==> src/rtl/lct_pkg.sv <==
`timescale 1ns/1ps
package lct_pkg;
    localparam int DATA_W    = 32;
    localparam int ADDR_W    = 2;
    localparam int VEC_W     = 8;
    localparam int DIV_W     = 4;
    localparam int SHIFT_W   = 3;
    localparam int B_STATUS  = 12;
    localparam int B_MASK    = 16;
    localparam int B_MODE_LO = 17;

    localparam logic [ADDR_W-1:0] A_CTRL = 2'd0;
    localparam logic [ADDR_W-1:0] A_INIT = 2'd1;
    localparam logic [ADDR_W-1:0] A_CURR = 2'd2;
    localparam logic [ADDR_W-1:0] A_DIV  = 2'd3;

    typedef enum logic [1:0] {
        MODE_ONCE     = 2'd0,
        MODE_REPEAT   = 2'd1,
        MODE_DEADLINE = 2'd2,
        MODE_SPARE    = 2'd3
    } tmode_e;

    typedef struct packed {
        logic [VEC_W-1:0] vector;
        logic             mask;
        tmode_e           mode;
    } tctl_t;

    // log2 of the divide ratio: {b3,b1,b0} plus one, wrapping at eight
    function automatic logic [SHIFT_W-1:0] div_shift(input logic [DIV_W-1:0] code);
        return {code[3], code[1:0]} + SHIFT_W'(1);
    endfunction
endpackage

==> src/rtl/lct_regs.sv <==
`timescale 1ns/1ps
module lct_regs
    import lct_pkg::*;
#(
    parameter int COUNT_W = 32
) (
    input  logic               clk,
    input  logic               rst_n,
    input  logic [ADDR_W-1:0]  bus_addr,
    input  logic               bus_we,
    input  logic [DATA_W-1:0]  bus_wdata,
    input  logic [COUNT_W-1:0] cur_count,
    input  logic               pending,
    output tctl_t              ctl,
    output logic [DIV_W-1:0]   div_code,
    output logic               init_load,
    output logic [COUNT_W-1:0] init_val,
    output logic               pre_restart,
    output logic [DATA_W-1:0]  bus_rdata
);
    typedef struct packed {
        tctl_t              ctl;
        logic [DIV_W-1:0]   div;
        logic [COUNT_W-1:0] init;
        logic [DATA_W-1:0]  rdata;
    } regs_t;

    regs_t q, d;
    logic  wr_ctrl, wr_init, wr_div;
    logic [DATA_W-1:0] rd_word;

    always_comb begin
        wr_ctrl = bus_we && (bus_addr == A_CTRL);
        wr_init = bus_we && (bus_addr == A_INIT);
        wr_div  = bus_we && (bus_addr == A_DIV);

        rd_word = '0;
        unique case (bus_addr)
            A_CTRL: begin
                rd_word[VEC_W-1:0]             = q.ctl.vector;
                rd_word[B_STATUS]              = pending;
                rd_word[B_MASK]                = q.ctl.mask;
                rd_word[B_MODE_LO+1:B_MODE_LO] = q.ctl.mode;
            end
            A_INIT:  rd_word = DATA_W'(q.init);
            A_CURR:  rd_word = DATA_W'(cur_count);
            default: rd_word = DATA_W'(q.div);
        endcase

        d = q;
        d.rdata = rd_word;
        if (wr_ctrl) begin
            d.ctl.vector = bus_wdata[VEC_W-1:0];
            d.ctl.mask   = bus_wdata[B_MASK];
            d.ctl.mode   = tmode_e'(bus_wdata[B_MODE_LO+1:B_MODE_LO]);
        end
        if (wr_init) d.init = bus_wdata[COUNT_W-1:0];
        if (wr_div)  d.div  = bus_wdata[DIV_W-1:0];
    end

    always_ff @(posedge clk) begin
        if (!rst_n) begin
            q.ctl.vector <= '0;
            q.ctl.mask   <= 1'b1;
            q.ctl.mode   <= MODE_ONCE;
            q.div        <= '0;
            q.init       <= '0;
            q.rdata      <= '0;
        end else begin
            q <= d;
        end
    end

    assign ctl         = q.ctl;
    assign div_code    = q.div;
    assign init_load   = wr_init;
    assign init_val    = bus_wdata[COUNT_W-1:0];
    assign pre_restart = wr_init || wr_div;
    assign bus_rdata   = q.rdata;

    // a write to the current-count address leaves every stored field alone
    p_curr_write_ignored_r10: assert property (@(posedge clk) disable iff (!rst_n)
        (bus_we && bus_addr == A_CURR) |=> ($stable(q.ctl) && $stable(q.div) && $stable(q.init)));
endmodule

==> src/rtl/lct_prescaler.sv <==
`timescale 1ns/1ps
module lct_prescaler
    import lct_pkg::*;
#(
    parameter int MAX_SHIFT = 7
) (
    input  logic               clk,
    input  logic               rst_n,
    input  logic [SHIFT_W-1:0] shift,
    input  logic               restart,
    output logic               tick
);
    localparam int PRE_W = MAX_SHIFT + 1;

    typedef struct packed {
        logic [PRE_W-1:0] pre;
    } pre_t;

    pre_t q, d;
    logic [PRE_W-1:0] last;

    always_comb begin
        last = (PRE_W'(1) << shift) - PRE_W'(1);
        tick = (q.pre == last) && !restart;
        d = q;
        if (restart || (q.pre == last)) d.pre = '0;
        else                            d.pre = q.pre + PRE_W'(1);
    end

    always_ff @(posedge clk) begin
        if (!rst_n) q <= '0;
        else        q <= d;
    end

    // the phase never runs past the decoded ratio
    p_phase_bound_r3: assert property (@(posedge clk) disable iff (!rst_n)
        q.pre <= last);

    // a restart request puts the phase back to zero
    p_restart_r3: assert property (@(posedge clk) disable iff (!rst_n)
        restart |=> (q.pre == '0));
endmodule

==> src/rtl/lct_counter.sv <==
`timescale 1ns/1ps
module lct_counter
    import lct_pkg::*;
#(
    parameter int COUNT_W = 32
) (
    input  logic               clk,
    input  logic               rst_n,
    input  logic               load,
    input  logic [COUNT_W-1:0] load_val,
    input  tmode_e             mode,
    input  logic               tick,
    output logic [COUNT_W-1:0] count,
    output logic               expire
);
    typedef struct packed {
        logic [COUNT_W-1:0] cnt;
        logic [COUNT_W-1:0] reload;
        logic               run;
    } cnt_t;

    cnt_t q, d;
    logic mode_live;

    always_comb begin
        mode_live = (mode == MODE_ONCE) || (mode == MODE_REPEAT);
        expire    = 1'b0;
        d         = q;
        if (load) begin
            d.cnt    = load_val;
            d.reload = load_val;
            d.run    = (load_val != '0);
        end else if (q.run && tick && mode_live) begin
            if (q.cnt == '0) begin
                if (mode == MODE_REPEAT) d.cnt = q.reload;
                else                     d.run = 1'b0;
            end else begin
                d.cnt = q.cnt - COUNT_W'(1);
                if (q.cnt == COUNT_W'(1)) begin
                    expire = 1'b1;
                    if (mode == MODE_ONCE) d.run = 1'b0;
                end
            end
        end
    end

    always_ff @(posedge clk) begin
        if (!rst_n) q <= '0;
        else        q <= d;
    end

    assign count = q.cnt;

    // each tick while running takes exactly one off a count above one
    p_step_r2: assert property (@(posedge clk) disable iff (!rst_n)
        (!load && q.run && tick && mode_live && q.cnt > COUNT_W'(1))
        |=> (q.cnt == $past(q.cnt) - COUNT_W'(1)));

    // a one-shot expiry leaves the counter idle at zero
    p_oneshot_stop_r4: assert property (@(posedge clk) disable iff (!rst_n)
        (expire && mode == MODE_ONCE && !load) |=> (!q.run && q.cnt == '0));

    // loading zero halts the counter
    p_zero_stops_r8: assert property (@(posedge clk) disable iff (!rst_n)
        (load && load_val == '0) |=> (!q.run && q.cnt == '0));

    // the frozen modes keep the count unchanged
    p_frozen_mode_r9: assert property (@(posedge clk) disable iff (!rst_n)
        (!load && !mode_live) |=> $stable(q.cnt));
endmodule

==> src/rtl/local_countdown_timer.sv <==
`timescale 1ns/1ps
module local_countdown_timer
    import lct_pkg::*;
#(
    parameter int COUNT_W   = 32,
    parameter int MAX_SHIFT = 7
) (
    input  logic              clk,
    input  logic              rst_n,
    input  logic [ADDR_W-1:0] bus_addr,
    input  logic              bus_we,
    input  logic [DATA_W-1:0] bus_wdata,
    output logic [DATA_W-1:0] bus_rdata,
    output logic              irq_valid,
    output logic [VEC_W-1:0]  irq_vector,
    input  logic              irq_ack
);
    typedef struct packed {
        logic             pend;
        logic [VEC_W-1:0] vec;
    } irq_t;

    tctl_t              ctl;
    logic [DIV_W-1:0]   div_code;
    logic               init_load;
    logic [COUNT_W-1:0] init_val;
    logic               pre_restart;
    logic [COUNT_W-1:0] cur_count;
    logic               tick;
    logic               expire;
    irq_t               q, d;

    lct_regs #(.COUNT_W(COUNT_W)) i_regs (
        .clk        (clk),
        .rst_n      (rst_n),
        .bus_addr   (bus_addr),
        .bus_we     (bus_we),
        .bus_wdata  (bus_wdata),
        .cur_count  (cur_count),
        .pending    (q.pend),
        .ctl        (ctl),
        .div_code   (div_code),
        .init_load  (init_load),
        .init_val   (init_val),
        .pre_restart(pre_restart),
        .bus_rdata  (bus_rdata)
    );

    lct_prescaler #(.MAX_SHIFT(MAX_SHIFT)) i_pre (
        .clk    (clk),
        .rst_n  (rst_n),
        .shift  (div_shift(div_code)),
        .restart(pre_restart),
        .tick   (tick)
    );

    lct_counter #(.COUNT_W(COUNT_W)) i_cnt (
        .clk     (clk),
        .rst_n   (rst_n),
        .load    (init_load),
        .load_val(init_val),
        .mode    (ctl.mode),
        .tick    (tick),
        .count   (cur_count),
        .expire  (expire)
    );

    always_comb begin
        d = q;
        if (q.pend && irq_ack) d.pend = 1'b0;
        if (expire && !ctl.mask) begin
            d.pend = 1'b1;
            d.vec  = ctl.vector;
        end
    end

    always_ff @(posedge clk) begin
        if (!rst_n) q <= '0;
        else        q <= d;
    end

    assign irq_valid  = q.pend;
    assign irq_vector = q.vec;

    // a request waits until it is accepted
    p_irq_hold_r7: assert property (@(posedge clk) disable iff (!rst_n)
        (irq_valid && !irq_ack) |=> irq_valid);

    // acceptance drops the request when no new expiry coincides
    p_ack_clear_r7: assert property (@(posedge clk) disable iff (!rst_n)
        (irq_valid && irq_ack && !expire) |=> !irq_valid);

    // a request only appears after an unmasked expiry
    p_mask_blocks_r6: assert property (@(posedge clk) disable iff (!rst_n)
        $rose(irq_valid) |-> $past(expire && !ctl.mask));
endmodule

==> config.mk <==
export PLATFORM = sky130hd
export DESIGN_NAME = local_countdown_timer
export DESIGN_NICKNAME = d
export VERILOG_FILES = /design/src/rtl/lct_pkg.sv /design/src/rtl/lct_regs.sv /design/src/rtl/lct_prescaler.sv /design/src/rtl/lct_counter.sv /design/src/rtl/local_countdown_timer.sv
export SDC_FILE = /design/constraint.sdc
export NUM_CORES = 1
export LEC_CHECK = 0
export CELL_PAD_IN_SITES_DETAIL_PLACEMENT = 0
export CELL_PAD_IN_SITES_GLOBAL_PLACEMENT = 1
export CORE_AREA = 4 4 150 210
export CTS_BUF_LIST = sky130_fd_sc_hd__clkbuf_4
export DETAILED_ROUTE_END_ITERATION = 8
export DIE_AREA = 0 0 154 214
export GPL_ROUTABILITY_DRIVEN = 0
export HOLD_SLACK_MARGIN = 0.15
export MAX_ROUTING_LAYER = met4
export PLACE_DENSITY_LB_ADDON = 0.08
export SYNTH_ARGS = -nofsm -noshare
export SYNTH_HDL_FRONTEND = slang
export SYNTH_HIERARCHICAL = 1
export SYNTH_SLANG_ARGS = --single-unit
==> constraint.sdc <==
create_clock -name clk -period 3.1 [get_ports clk]
set_input_delay 0.62 -clock clk [delete_from_list [all_inputs] [get_ports clk]]
set_output_delay 0.62 -clock clk [all_outputs]
set_load 0.02 [all_outputs]
==> results of run 1 <==
==> layout by cell type (no fill, tap or decap), types with 22 or more instances in the layout <==
cell type        instances
buf_4                   66
nor2_1                  57
nand2_1                 83
clkdlybuf4s50_1         76
nand3_1                 61
a21bo_2                 46
a21oi_1                 71
dfxtp_1                161
o21ai_0                 29
nor2b_1                 22
a22oi_1                 26
==> area by class of cell <==
| class | instances | area, um^2 | area share, % |
|---|---|---|---|
| inverters | 16 | 60.1 | 0.624 |
| repair buffers | 145 | 1300 | 13.5 |
| flip-flops and latches | 161 | 3220 | 33.5 |
| multi-input cells | 651 | 4220 | 43.9 |
| well taps | 385 | 482 | 5.01 |
| clock inverters | 12 | 191 | 1.99 |
| diodes | 1 | 2.50 | 0.0260 |
| clock buffers | 18 | 135 | 1.40 |
==> report_power, final <==
part | switching (mW) | internal [mW] | leakage, nW | total [mW]
combinational | 0.878 | 0.590 | 1.90 | 1.47
sequential | 0.0883 | 2.15 | 1.31 | 2.24
clock | 0.797 | 0.713 | 0.169 | 1.51
==> how the worst max path moves through the flow <==
stage,start,end,cells past startpoint
after floorplan,i_regs/div_code[0],i_cnt/count[16],12
after detailed placement,bus_addr[1],i_cnt/count[5],11
after CTS,i_regs/div_code[1],i_cnt/count[19],12
final,i_regs/div_code[1],i_cnt/count[21],12
after global placement,bus_addr[1],i_cnt/count[5],11
after global routing,i_regs/div_code[1],i_cnt/count[5],13
==> worst max-delay path, stage by stage, from the launching register on <==
cell,delay [ns]
dfxtp_1,0.36
ha_1,0.22
xor2_2,0.20
nor3_1,0.24
xor2_1,0.17
o2111a_1,0.24
and3b_1,0.23
and3b_1,0.23
nor2_1,0.08
a41o_1,0.27
buf_4,0.19
o211ai_1,0.17
o21ai_0,0.10
==> registers in the layout, indices dropped and copies added, names as in the netlist <==
name	count
i_cnt/count	32
i_pre/q	8
i_regs/bus_rdata	32
i_regs/ctl	11
irq_valid	1
irq_vector	8
i_cnt/q	33
i_regs/div_code	4
i_regs/q	32
==> per-stage QoR <==
stage	area, um^2	hold WS (ns)
after CTS	9610	0.404
final	9620	0.466
after global routing	9620	0.439
after detailed placement	9280	0.446
after floorplan	8780	0.441
after global placement	9280	0.446
==> routing by layer <==
metal | wire, um | share of wire (%) | vias up
li1 | - | - | 3490
met1 | 13400 | 47 | 3347
met2 | 13500 | 48 | 136
met3 | 982 | 3.5 | 30
met4 | 563 | 2.0 | 0
met5 | 0 | 0 | -
==> timing repair <==
item,in CTS,in global routing
setup buffers,0,0
hold buffers,0,0
gates resized for setup,0,1
endpoints found under the setup margin,0,2
==> flow_summary.yaml, run 1 <==
setup_path:
  path_class: "reg -> reg"
  crit_arrival_ns: 3.31
  crit_required_ns: 3.61
  regToRegEndpoint: "i_cnt/count[21]"
  end_kind: "flop"
  reg2regPathDepth: 12
  r2r_setup_slack_ns: 0.29
  cp-start-kind: "flop"
  r2r-start: "i_regs/div_code[1]"
  cp_max_fo: 6
power_and_ir_drop:
  fin_total_pwr_mw: 5.22
  p_per_area_nw_per_um2: 543
  cellLeakagePower_nw: 3.38
  vdd_drop_max_mv: 0.235
timing:
  worstMarginPinSlew_ns: 1.10
  final-hold-violation-count: 0
  drv_slew: 0
  clock.fmax_ghz: 0.356
  period_needed_ns: 2.81
  finClkSkew_ns: 0.0242
  layout_setup_ws_ns: 0.294
  final.setup.tns_ns: 0
  finalSetupViolCount: 0
  rsz0062_at_grt: "false"
  timing.slew.headroom_pct: 26.7
  fin_crit_sh_pct: 90.5
yosys:
  syn-cell-area_um2: 8780
  synthesis.nets: 1062
  synth_cells: 1015
  avgSynthCellArea_um2: 8.65
  yosysWarnings: 6
cts:
  clock-sinks: 161
  worst_skew_pair.late_latency_ns: 0.62
  cts_tree: "done"
  cts_buffers: 17
  clk_pin_slew_ns: 0.13
  cts.htree.levels: 4
  cts-root-buf: "clkbuf_4"
  cts_buffer_depth: 2
grt:
  grtUsageMet2_pct: 28.2
  grt_max_degree: 97
  grt_pass1_wl_mm: 44.4
  grt_pass1_vias: 6993
  grt_util_met1_pct: 23.5
  busiest_layer: "met2"
  grt-ovfl-total: 0
  antenna_found_initial: 1
  grt_use_met3_pct: 3.03
  grt_usage_pct: 17.9
min_path:
  hold_path_end: "irq_vector[1]"
  min_path_cells: 2
  worstHoldStart: "irq_vector[1]"
  worstHoldPathType: "reg -> reg"
place:
  port_buffers: 78
  dp_cells: 1358
  hpwl_mm: 20.3
  pre_cts_slack_ns: 0.0360
floorplan:
  num_io_pins: 79
  core-area_um2: 29700
  die_x_um: 154
  die_y_um: 214
  initial_utilization_pct: 29.5
  dieArea_um2: 33000
  rows: 75
flow_run:
  max_cap_violations: 0
cells_and_area:
  postLayoutCoreUtil_pct: 32.3
  final_cell_count_no_fill: 1389
  nets: 1039
  syn_to_final_growth_pct: 9.60
  drive_above_1_share_pct: 16.1
  fill_cells: 3158
drt:
  drtIter0Drc: 495
  wire_per_inst_um: 20.5
  dr_total_vias: 7003
  dr.pass1.iters: 5
  ant_nets: 0
  routed_wl_mm: 28.5
  routed_via_density: 5.04
  drc: 0
status:
  run_status: "finished clean"
No activity file was read; power rests on OpenSTA's default activity.
==> run 2: changes to the inputs <==
Settings changed: CTS_CLUSTER_DIAMETER set to 150.
==> results of run 2 <==
The final DEF is identical to that of run 1; final timing and power are the same.
==> run 3: changes to the inputs <==
Settings changed: CORE_AREA 4 4 150 210 to 4 4 122 171, DIE_AREA 0 0 154 214 to 0 0 126 175.
Clock period 3.1 ns to 2.9 ns, I/O delays scaled along.
==> flow_summary.yaml, run 3 (synthesis results as in run 1) <==
drt:
  ant_nets: 0
  drtIter0Drc: 811
  dr.pass1.iters: 6
  dr_total_vias: 7313
  routed_wl_mm: 24.5
  routed_via_density: 5.85
  wire_per_inst_um: 19.6
  drc: 0
timing:
  rsz0062_at_grt: "true"
  drv_slew: 0
  fin_crit_sh_pct: 96.9
  finClkSkew_ns: 0.0211
  clock.fmax_ghz: 0.356
  worstMarginPinSlew_ns: 0.689
  timing.slew.headroom_pct: 54.0
  final.setup.tns_ns: 0
  hold_slack_ns: 0.472
  period_needed_ns: 2.81
  final-hold-violation-count: 0
  finalSetupViolCount: 0
flow_run:
  max_cap_violations: 0
min_path:
  worstHoldStart: "irq_vector[6]"
  min_path_cells: 2
  worstHoldPathType: "reg -> reg"
  hold_path_end: "irq_vector[6]"
status:
  run_status: "finished clean"
place:
  port_buffers: 78
  hpwl_mm: 17.3
cts:
  clock-sinks: 161
  cts-root-buf: "clkbuf_4"
  cts_buffer_depth: 2
  worst_skew_pair.late_latency_ns: 0.56
  cts_hold_buffers: 0
  cts_tree: "done"
  clk_pin_slew_ns: 0.15
  cts_buffers: 17
  cts.htree.levels: 4
setup_path:
  r2r_setup_slack_ns: 0.09
  crit_arrival_ns: 3.28
  regToRegEndpoint: "i_cnt/count[26]"
  cp_max_fo: 5
  path_class: "reg -> reg"
  crit_required_ns: 3.37
  reg2regPathDepth: 12
  cp-start-kind: "flop"
  r2r-start: "i_regs/div_code[1]"
  end_kind: "flop"
cells_and_area:
  syn_to_final_growth_pct: 7.87
  largest_reg_flops: 33
  layout_common_cells: "dfxtp_1 (160), nand2_1 (82), clkdlybuf4s50_1 (76), a21oi_1 (71), nand3_1 (61)"
  nets: 1035
  drive_above_1_share_pct: 16.8
  layout_commonest_cell: "dfxtp_1"
  top_register: "i_cnt/q"
floorplan:
  dieArea_um2: 22100
  die_y_um: 175
  initial_utilization_pct: 45.7
  num_io_pins: 79
  core-area_um2: 19200
  die_x_um: 126
  rows: 60
grt:
  grt_pass1_wl_mm: 38.7
  antenna_found_initial: 1
  grt_max_degree: 91
  grt_usage_pct: 22.4
  grt_pass1_vias: 6999
  grt-ovfl-total: 0
power_and_ir_drop:
  vdd_drop_max_mv: 0.240
  p_per_area_nw_per_um2: 556
  cellLeakagePower_nw: 3.36
-- run 3: stage by stage --
stage	utilization (%)	area [um^2]	setup WS [ns]	total power, mW	instances
2_1_floorplan	-	8780	0.00901	3.49	1015
3_3_place_gp	47.3	9090	-0.0513	3.91	1215
3_5_place_dp	47.3	9090	-0.0763	3.92	1215
4_1_cts	48.8	9370	0.0333	5.25	1247
5_1_grt	49.3	9470	-0.0252	5.55	1250
6_report	49.3	9470	0.0899	5.26	1250
-- run 3: report_power, final --
part / switching (mW) / internal (mW)
logic: 0.906 / 0.630
clock network: 0.885 / 0.448
registers: 0.0954 / 2.30
-- run 3: how the worst max path moves through the flow --
stage / startpoint / to / slack [ns] / depth (start not counted)
after CTS: i_regs/div_code[1] / i_cnt/count[10] / 0.03 / 13
after global routing: i_regs/div_code[1] / i_cnt/count[24] / -0.03 / 11
final: i_regs/div_code[1] / i_cnt/count[26] / 0.09 / 12
after floorplan: i_regs/div_code[0] / i_cnt/count[16] / 0.009 / 12
after global placement: bus_addr[0] / i_cnt/count[20] / -0.05 / 9
after detailed placement: bus_addr[0] / i_cnt/count[20] / -0.08 / 9
-- run 3: critical path: stages (launching register included) --
cell and delay, ns:
dfxtp_2 0.37, ha_1 0.21, xor2_2 0.19, buf_4 0.16
nor3_1 0.15, a22oi_1 0.13, a22oi_2 0.23, and3b_2 0.26
nand3b_1 0.11, buf_4 0.18, a2111oi_1 0.43, o211ai_1 0.15
o211a_1 0.14
-- run 3: timing repair --
| item | CTS | global route |
|---|---|---|
| gates resized for setup | 2 | 13 |
| buffers inserted | 0 | 1 |
| gates cloned | 0 | 1 |
| pin swaps | 0 | 2 |
| setup endpoints to repair | 4 | 39 |
-- run 3: final cells by class --
class                           count  area, um^2
Antenna cell                        1        2.50
Clock buffer                       17         128
Clock inverter                     15         150
Fill cell                        1890        9750
Inverter                           16        60.1
Multi-Input combinational cell    651        4270
Sequential cell                   161        3220
Tap cell                          248         310
Timing Repair Buffer              141        1320
-- run 3: metal layers --
| metal | vias up | track usage (%) | routed length [um] |
|---|---|---|---|
| met5 | - | - | 0 |
| li1 | 3488 | - | - |
| met3 | 36 | 4.22 | 1490 |
| met2 | 267 | 35.5 | 11800 |
| met1 | 3522 | 29.1 | 10700 |
| met4 | 0 | 6.71 | 549 |
